### config.mk
export PLATFORM = sky130hd
export DESIGN_NAME = psw_bank_regs
export DESIGN_NICKNAME = d
export VERILOG_FILES = /design/src/rtl/psw_pkg.sv /design/src/rtl/psw_rst_sync.sv /design/src/rtl/psw_field_unit.sv /design/src/rtl/psw_stack_bank.sv /design/src/rtl/psw_bank_regs.sv
export SDC_FILE = /design/constraint.sdc
export NUM_CORES = 1
export LEC_CHECK = 0
export BUFFER_PORTS_ARGS = -buffer_cell sky130_fd_sc_hd__buf_4
export CAP_MARGIN = 20
export CORE_ASPECT_RATIO = 0.6
export CORE_MARGIN = 3
export CORE_UTILIZATION = 53
export CTS_BUF_LIST = sky130_fd_sc_hd__clkbuf_8
export DETAILED_ROUTE_END_ITERATION = 16
export GPL_ROUTABILITY_DRIVEN = 0
export MAX_ROUTING_LAYER = met4
export PLACE_DENSITY = 0.95
export SETUP_SLACK_MARGIN = 0.2
export SLEW_MARGIN = 0
export SYNTH_ARGS = -nofsm -noshare
export SYNTH_HDL_FRONTEND = slang
export SYNTH_HIERARCHICAL = 1
export SYNTH_SLANG_ARGS = --single-unit
### constraint.sdc
create_clock -name clk -period 9.7 [get_ports clk]
set_input_delay 0.97 -clock clk [delete_from_list [all_inputs] [get_ports clk]]
set_output_delay 0.97 -clock clk [all_outputs]
set_load 0.005 [all_outputs]
### src/rtl/psw_pkg.sv
package psw_pkg;
  localparam int CC_BITS   = 6;
  localparam int SYS_BITS  = 3;
  localparam int LVL_BITS  = 5;
  localparam int ARITH_N   = 4;
  localparam int FIELD_IN_W = 8;

  localparam int CC_S_POS      = 5;
  localparam int WORD_SYS_LSB  = 8;
  localparam int WORD_LVL_LSB  = 16;

  typedef logic [CC_BITS-1:0]  cc_t;
  typedef logic [SYS_BITS-1:0] sys_t;
  typedef logic [LVL_BITS-1:0] lvl_t;

  localparam lvl_t LVL_HIGH  = lvl_t'(1) << (LVL_BITS-1);
  localparam lvl_t LVL_RESET = LVL_HIGH - lvl_t'(1);

  // Raise-only rule: an upper-half mask keeps its upper half.
  function automatic lvl_t lvl_apply(input lvl_t cur, input lvl_t req);
    lvl_t res;
    if (cur[LVL_BITS-1] && !req[LVL_BITS-1]) res = req | LVL_HIGH;
    else                                      res = req;
    return res;
  endfunction
endpackage

### src/rtl/psw_rst_sync.sv
module psw_rst_sync #(
  parameter int STAGES = 2
) (
  input  logic clk,
  input  logic rst_n,
  output logic rst_sync_n
);
  logic [STAGES-1:0] pipe_q;

  always_ff @(posedge clk or negedge rst_n) begin
    if (!rst_n) pipe_q <= '0;
    else        pipe_q <= {pipe_q[STAGES-2:0], 1'b1};
  end

  assign rst_sync_n = pipe_q[STAGES-1];
endmodule

### src/rtl/psw_field_unit.sv
module psw_field_unit
  import psw_pkg::*;
#(
  parameter int DATA_W = 32
) (
  input  logic                  clk,
  input  logic                  rst_n,
  input  logic                  word_we,
  input  logic [DATA_W-1:0]     word_wdata,
  input  logic                  cc_we,
  input  logic [FIELD_IN_W-1:0] cc_wdata,
  input  logic                  sys_we,
  input  logic [FIELD_IN_W-1:0] sys_wdata,
  input  logic                  lvl_we,
  input  logic [FIELD_IN_W-1:0] lvl_wdata,
  input  logic [ARITH_N-1:0]    flag_en,
  input  logic [ARITH_N-1:0]    flag_val,
  output cc_t                   cc_q,
  output sys_t                  sys_q,
  output lvl_t                  lvl_q,
  output logic                  sel_next
);
  logic cc_load, cc_ce, sys_ce, lvl_ce;
  cc_t  cc_src, cc_n;
  sys_t sys_n;
  lvl_t lvl_src, lvl_n;

  always_comb begin
    cc_load = word_we | cc_we;
    cc_src  = word_we ? word_wdata[CC_BITS-1:0] : cc_wdata[CC_BITS-1:0];
    cc_ce   = cc_load | (|flag_en);
  end

  // Arithmetic flags take per-bit updates; the rest only whole loads.
  for (genvar b = 0; b < CC_BITS; b++) begin : g_cc
    if (b < ARITH_N) begin : g_arith
      assign cc_n[b] = cc_load ? cc_src[b] : (flag_en[b] ? flag_val[b] : cc_q[b]);
    end else begin : g_ctrl
      assign cc_n[b] = cc_load ? cc_src[b] : cc_q[b];
    end
  end

  always_comb begin
    sys_ce  = word_we | sys_we;
    sys_n   = word_we ? word_wdata[WORD_SYS_LSB +: SYS_BITS] : sys_wdata[SYS_BITS-1:0];
    lvl_ce  = word_we | lvl_we;
    lvl_src = word_we ? word_wdata[WORD_LVL_LSB +: LVL_BITS] : lvl_wdata[LVL_BITS-1:0];
    lvl_n   = lvl_apply(lvl_q, lvl_src);
  end

  assign sel_next = cc_n[CC_S_POS];

  always_ff @(posedge clk or negedge rst_n) begin
    if (!rst_n) begin
      cc_q  <= '0;
      sys_q <= '0;
      lvl_q <= LVL_RESET;
    end else begin
      if (cc_ce)  cc_q  <= cc_n;
      if (sys_ce) sys_q <= sys_n;
      if (lvl_ce) lvl_q <= lvl_n;
    end
  end
endmodule

### src/rtl/psw_stack_bank.sv
module psw_stack_bank #(
  parameter int DATA_W = 32
) (
  input  logic              clk,
  input  logic              rst_n,
  input  logic              sel_cur,
  input  logic              sel_next,
  input  logic              sp_we,
  input  logic [DATA_W-1:0] sp_wdata,
  input  logic              ssp_we,
  input  logic [DATA_W-1:0] ssp_wdata,
  input  logic              usp_we,
  input  logic [DATA_W-1:0] usp_wdata,
  output logic [DATA_W-1:0] sp_rdata,
  output logic [DATA_W-1:0] ssp_rdata,
  output logic [DATA_W-1:0] usp_rdata
);
  logic [DATA_W-1:0] live_q, sys_bank_q, usr_bank_q;
  logic [DATA_W-1:0] live_n, sys_bank_n, usr_bank_n;
  logic              swap, live_ce, sys_ce, usr_ce;

  always_comb begin
    swap       = sel_cur ^ sel_next;
    live_n     = live_q;
    sys_bank_n = sys_bank_q;
    usr_bank_n = usr_bank_q;
    live_ce    = swap | sp_we;
    sys_ce     = 1'b0;
    usr_ce     = 1'b0;
    // Swap first, then writes under the new select value.
    if (swap) begin
      if (sel_cur) begin
        usr_bank_n = live_q;
        live_n     = sys_bank_q;
        usr_ce     = 1'b1;
      end else begin
        sys_bank_n = live_q;
        live_n     = usr_bank_q;
        sys_ce     = 1'b1;
      end
    end
    if (ssp_we) begin
      if (!sel_next) begin
        live_n  = ssp_wdata;
        live_ce = 1'b1;
      end else begin
        sys_bank_n = ssp_wdata;
        sys_ce     = 1'b1;
      end
    end
    if (usp_we) begin
      if (sel_next) begin
        live_n  = usp_wdata;
        live_ce = 1'b1;
      end else begin
        usr_bank_n = usp_wdata;
        usr_ce     = 1'b1;
      end
    end
    if (sp_we) live_n = sp_wdata;
  end

  always_ff @(posedge clk or negedge rst_n) begin
    if (!rst_n) begin
      live_q     <= '0;
      sys_bank_q <= '0;
      usr_bank_q <= '0;
    end else begin
      if (live_ce) live_q     <= live_n;
      if (sys_ce)  sys_bank_q <= sys_bank_n;
      if (usr_ce)  usr_bank_q <= usr_bank_n;
    end
  end

  assign sp_rdata  = live_q;
  assign ssp_rdata = sel_cur ? sys_bank_q : live_q;
  assign usp_rdata = sel_cur ? live_q : usr_bank_q;
endmodule

### src/rtl/psw_bank_regs.sv
module psw_bank_regs
  import psw_pkg::*;
#(
  parameter int DATA_W      = 32,
  parameter int SYNC_STAGES = 2
) (
  input  logic                  clk,
  input  logic                  rst_n,
  input  logic                  word_we,
  input  logic [DATA_W-1:0]     word_wdata,
  output logic [DATA_W-1:0]     word_rdata,
  input  logic                  cc_we,
  input  logic [FIELD_IN_W-1:0] cc_wdata,
  output logic [FIELD_IN_W-1:0] cc_rdata,
  input  logic                  sys_we,
  input  logic [FIELD_IN_W-1:0] sys_wdata,
  output logic [SYS_BITS-1:0]   sys_rdata,
  input  logic                  lvl_we,
  input  logic [FIELD_IN_W-1:0] lvl_wdata,
  output logic [LVL_BITS-1:0]   lvl_rdata,
  input  logic [ARITH_N-1:0]    flag_en,
  input  logic [ARITH_N-1:0]    flag_val,
  input  logic                  sp_we,
  input  logic [DATA_W-1:0]     sp_wdata,
  output logic [DATA_W-1:0]     sp_rdata,
  input  logic                  ssp_we,
  input  logic [DATA_W-1:0]     ssp_wdata,
  output logic [DATA_W-1:0]     ssp_rdata,
  input  logic                  usp_we,
  input  logic [DATA_W-1:0]     usp_wdata,
  output logic [DATA_W-1:0]     usp_rdata
);
  localparam int CC_PAD = FIELD_IN_W - CC_BITS;

  logic rst_sync_n;
  logic sel_next;
  cc_t  cc_q;
  sys_t sys_q;
  lvl_t lvl_q;

  psw_rst_sync #(.STAGES(SYNC_STAGES)) u_rst (
    .clk        (clk),
    .rst_n      (rst_n),
    .rst_sync_n (rst_sync_n)
  );

  psw_field_unit #(.DATA_W(DATA_W)) u_fields (
    .clk        (clk),
    .rst_n      (rst_sync_n),
    .word_we    (word_we),
    .word_wdata (word_wdata),
    .cc_we      (cc_we),
    .cc_wdata   (cc_wdata),
    .sys_we     (sys_we),
    .sys_wdata  (sys_wdata),
    .lvl_we     (lvl_we),
    .lvl_wdata  (lvl_wdata),
    .flag_en    (flag_en),
    .flag_val   (flag_val),
    .cc_q       (cc_q),
    .sys_q      (sys_q),
    .lvl_q      (lvl_q),
    .sel_next   (sel_next)
  );

  psw_stack_bank #(.DATA_W(DATA_W)) u_stack (
    .clk       (clk),
    .rst_n     (rst_sync_n),
    .sel_cur   (cc_q[CC_S_POS]),
    .sel_next  (sel_next),
    .sp_we     (sp_we),
    .sp_wdata  (sp_wdata),
    .ssp_we    (ssp_we),
    .ssp_wdata (ssp_wdata),
    .usp_we    (usp_we),
    .usp_wdata (usp_wdata),
    .sp_rdata  (sp_rdata),
    .ssp_rdata (ssp_rdata),
    .usp_rdata (usp_rdata)
  );

  always_comb begin
    word_rdata = '0;
    word_rdata[CC_BITS-1:0]               = cc_q;
    word_rdata[WORD_SYS_LSB +: SYS_BITS]  = sys_q;
    word_rdata[WORD_LVL_LSB +: LVL_BITS]  = lvl_q;
  end

  assign cc_rdata  = {{CC_PAD{1'b0}}, cc_q};
  assign sys_rdata = sys_q;
  assign lvl_rdata = lvl_q;
endmodule

# After elaboration in Yosys (flattened, before gate mapping)
# Index checks and enable logic that the tools add are counted.
dict set report word_totals {
  output_inout_bits 144
  ff_bits 112
}
dict set report op_classes {
  bitwise 6
  n_reduce_logical 12
  n_mux 40
}
# operator count
set ops {}
lappend ops {{$mux 32} 15}
lappend ops {{$mux 1} 21}
lappend ops {{$mux 5} 2}
lappend ops {{$reduce_and 2->1} 5}
lappend ops {{$reduce_bool 2->1} 4}
lappend ops {{$mux 6} 1}
lappend ops {{$or 1x1->1} 5}
lappend ops {{$reduce_or 4->1} 1}
lappend ops {{$mux 3} 1}
lappend ops {{$logic_and 1x1->1} 1}
lappend ops {{$logic_not 1->1} 1}
lappend ops {{$xor 1x1->1} 1}

# Depth between registers and ports, before layout
dict set report logic_depth {
  word_depth 9
  mapped_depth 12
  mapped_depth_nobuf 8
}

# Hierarchy
# The synthesis kept the hierarchy.
# module n_inst cells_each area_each_um2 seq_area_each_um2
set modules_own_cells {}
lappend modules_own_cells {psw_stack_bank 1 761 5970.7 2402.3}
lappend modules_own_cells {psw_field_unit 1 66 729.4 355.3}
lappend modules_own_cells {psw_bank_regs 1 35 259.0 0.0}
lappend modules_own_cells {psw_rst_sync 1 3 53.8 50.0}

# Worst setup path after synthesis
# Ideal clock, no wire load.
dict set report synth_path {
  path_kind {input port to flip-flop}
  start {in word_we}
  end {reg u_stack.sys_bank_q[26]}
  path_slack_ps 6807
  arrival_ps 2759
  required_time_ps 9566
  stages 11
  setup_ps 134
  path_cell_list {buf_6 > buf_4 > o21ai_2 > inv_1 > ha_1 > buf_4 > inv_2 > nand2_1 > buf_2 > mux2i_1 > o21ai_0}
}
dict set report synth_between {
  elab_chain_cells 6
}
# item line_no
set synth_rtl {}
lappend synth_rtl {{start: declaration} psw_bank_regs.sv:9} ;# input logic word_we,
lappend synth_rtl {{$mux 6 or $or 1x1->1 (tied branches)} {psw_field_unit.sv:30, psw_field_unit.sv:29}}
lappend synth_rtl {{$mux 1 *} psw_field_unit.sv:39} ;# assign cc_n[b] = cc_load ? cc_src[b] : cc_q[b];
lappend synth_rtl {{net sel_next} psw_bank_regs.sv:36} ;# logic sel_next;
lappend synth_rtl {{$xor 1x1->1} psw_stack_bank.sv:23} ;# swap = sel_cur ^ sel_next;
lappend synth_rtl {{$mux 32 or $mux 1 (tied branches)} psw_stack_bank.sv:31} ;# if (swap) begin
lappend synth_rtl {{$mux 32 or $mux 1 (tied branches)} psw_stack_bank.sv:43} ;# if (!sel_next) begin
lappend synth_rtl {{$mux 32 or $mux 1 (tied branches)} psw_stack_bank.sv:42} ;# if (ssp_we) begin
lappend synth_rtl {{end signal: assignment} psw_stack_bank.sv:70} ;# if (sys_ce) sys_bank_q <= sys_bank_n;
lappend synth_rtl {{end: declaration} psw_stack_bank.sv:18} ;# logic [DATA_W-1:0] live_q, sys_bank_q, usr_bank_q;
# The timed path passes the listed nets; every way through them passes the cells marked *.
# A chain may end at the register's enable or synchronous reset.

# Worst setup path after layout
dict set report layout_path {
  start {reg u_fields.cc_q[5]}
  end {reg u_stack.sys_bank_q[24]}
}
dict set report layout_between {
  elab_chain_cells 5
}
# item line_no
set layout_rtl {}
lappend layout_rtl {{start: declaration} psw_field_unit.sv:18} ;# output cc_t cc_q,
lappend layout_rtl {{start signal: assignment} psw_field_unit.sv:59} ;# if (cc_ce) cc_q <= cc_n;
lappend layout_rtl {{$mux 1 *} psw_field_unit.sv:39}
lappend layout_rtl {{net sel_next} psw_bank_regs.sv:36}
lappend layout_rtl {{$xor 1x1->1} psw_stack_bank.sv:23}
lappend layout_rtl {{$mux 32 or $mux 1 (tied branches)} psw_stack_bank.sv:31}
lappend layout_rtl {{$mux 32 or $mux 1 (tied branches)} psw_stack_bank.sv:43}
lappend layout_rtl {{$mux 32 or $mux 1 (tied branches)} psw_stack_bank.sv:42}
# Marked as above.

==> reports/results.ini <==
[status]
status=finished, final reports clean

[timing]
fin_ws_ns=5.06
clock-skew-final_ns=0.00782
fin_crit_sh=0.479
fmax_ghz=0.215
rsz0062_at_grt=false
slew_viol_final=0
tightest_slew_ns=1.10
hold_ws_ns=0.338
fin_crit_ns=4.64
setup_viol=0
finalSetupTns_ns=0
maxSlewHeadroom=0.265
hold_viol=0

[finish]
diodes=0
nets=1238
syn_to_final_growth_pct=28.5
drive_gt1_frac=0.299

[synthesis]
ys_seq_area_frac=0.400
yosysTopAreaCell=dfrtp_1
synthCells=865
async_reset_ff_frac=1.00
yosys_most_used_dff=dfrtp_1
synth_top_area_share=0.385
synth_common_cells=157 x nand2_1, 135 x o21ai_0, 108 x dfrtp_1
yosysWarnings=6
synth_edf_count=0
syn_area_um2=7010
netlist_top_cells_area=dfrtp_1 39%, o21ai_0 9.6%, nand2_1 8.4%, mux2i_1 6.7%, buf_4 4.3%
syn_area_per_cell_um2=8.11
ys_types=36
synth_seq_cells=112
synth_most_common_cell=nand2_1

[die]
core_area_um2=12500
rows=31
die_y_um=95.1
die_w_um=155
io_pins=313
initial_core_util=0.562
die_area_um2=14700

[worst_setup_path]
path_class=reg -> reg
r2r_start=u_fields/cc_q[5]
critPathTopFamily=simple AND/OR/NAND/NOR gates
slowest_delay_ns=0.98
end_kind=flop
crit_fanout=57
r2r_slack_ns=5.06
rr_worst_depth=8
critPathSlowestCell=nand2_2
cp_cell_sequence=mux2i_1, o21ai_2, inv_1, ha_2, inv_2, nand2_2, mux2i_1, o21ai_0
cp.required_ns=9.94
critPathBufInv=2
reg2reg_to=u_stack/sys_bank_q[24]
critPathArrivalTime_ns=4.89
path_common_cell=mux2i_1
start_kind=flop

[routing]
wl_per_cell_um=19.0
post-route-drc-count=0
antenna_left=0
wl_um=23500
dr.pass1.iters=8
vias=7379
viasPerCell=5.97
first_iter_violations=659

[power]
p_per_area_nw_per_um2=168
vdd_drop_max_mv=0.0799
power.total_uw=1510
p_leak_uw=0.00438

[cts]
numCtsBuffers=9
cts_tree=yes
htree_levels=3
cts_buffer_depth=2
clk_latency_ns=0.36
cts_setup_buffers=0
clkTransAtPathRegs_ns=0.11
root_buffer=clkbuf_8
post_cts_resized=0
cts_hold_buf=0
clock-sinks=112

[global_routing]
grt_start_max_net_pins=76
grt_pass1_wl_um=35700
antenna_found_initial=0
grt_pass1_vias=6940
grt_usage=0.315
overflow=0

[place]
place_ws_ns=4.81
port_buffers=264
dp_hpwl_um=16500

[run]
maxCapViolations=0

[hold_path]
hp-class=reg -> async

## routing by layer
metal / GRT usage / vias to the layer above / part of all wire / routed length [µm]
met1: 0.413 / 3497 / 0.40 / 9450
met5: - / - / 0 / 0
li1: - / 3373 / - / -
met2: 0.494 / 473 / 0.46 / 10900
met4: 0.0786 / 0 / 0.016 / 374
met3: 0.0816 / 36 / 0.12 / 2790
## report_power, final
group	leakage, µW	internal, µW	switching [µW]
combinational	0.00296	287	312
sequential	0.00132	561	77.3
clock	0.0000999	110	165
## worst reg2reg max path: cells and delay by family (launching register included)
kind	cells	cell delay, ns
AO/OA/AOI/OAI	2	0.56
buffers and inverters	2	0.68
AND/OR/NAND/NOR	1	0.99
adder cells (fa/ha/maj)	1	0.95
multiplexers	2	0.56
flip-flops	1	0.79
## final cells by class
type | instances | area [µm²]
Clock buffer | 11 | 151
Clock inverter | 5 | 40.0
Inverter | 29 | 109
Multi-Input combinational cell | 642 | 3610
Fill cell | 983 | 3470
Sequential cell | 112 | 2820
Tap cell | 165 | 206
Timing Repair Buffer | 273 | 2080
## metrics by stage
step / cell area (µm²) / utilization / instances
after global routing: 9010 / 0.722 / 1237
after CTS: 8970 / 0.718 / 1235
final: 9010 / 0.722 / 1237
after floorplan: 7080 / - / 884
after detailed placement: 8780 / 0.703 / 1219
after global placement: 8780 / 0.703 / 1219
## flip-flops by register name, summed over array words and instances, names as in the netlist
signal,cells
u_stack/sys_bank_q,32
u_fields/lvl_q,5
u_fields/sys_q,3
u_stack/usr_bank_q,32
u_rst/pipe_q,2
u_fields/cc_q,6
u_stack/sp_rdata,32
## cells by family (layout without fill, tap and decap cells)
family | Yosys count | in the layout | synth area share
flops | 112 | 112 | 0.400
mux | 55 | 55 | 0.0815
compound gates | 294 | 294 | 0.246
fa+ha+maj | 2 | 2 | 0.00357
simple gates | 270 | 270 | 0.169
other cells | 2 | 21 | 0.00107
buf+inv | 130 | 318 | 0.0983
## cells in the final DEF, fill, tap and decap left out, types with 8 or more instances in the layout
master and n:
conb_1 21, nor2_1 38, dfrtp_1 106, buf_4 271, o22ai_1 28, nand2b_1 27, a31oi_1 28, nand2_1 156
clkbuf_8 11, nand3_1 25, o21ai_0 135, a22oi_1 25, mux2i_1 47, inv_1 27, a21o_1 8, a21oi_1 37
nor2b_1 10, o31ai_1 9
## how the worst max path moves through the flow
stage | start | to | slack [ns] | cells after the start
after floorplan | u_rst/pipe_q[1] | u_fields/cc_q[0] | 6.36 | 0
after global placement | cc_we | u_stack/sys_bank_q[17] | 4.89 | 9
after detailed placement | cc_we | u_stack/sys_bank_q[14] | 4.81 | 9
after CTS | u_fields/cc_q[5] | u_stack/sys_bank_q[0] | 5.08 | 8
after global routing | u_fields/cc_q[5] | u_stack/sys_bank_q[16] | 4.79 | 8
final | u_fields/cc_q[5] | u_stack/sys_bank_q[24] | 5.06 | 8
No activity file was read; power rests on OpenSTA's default activity.
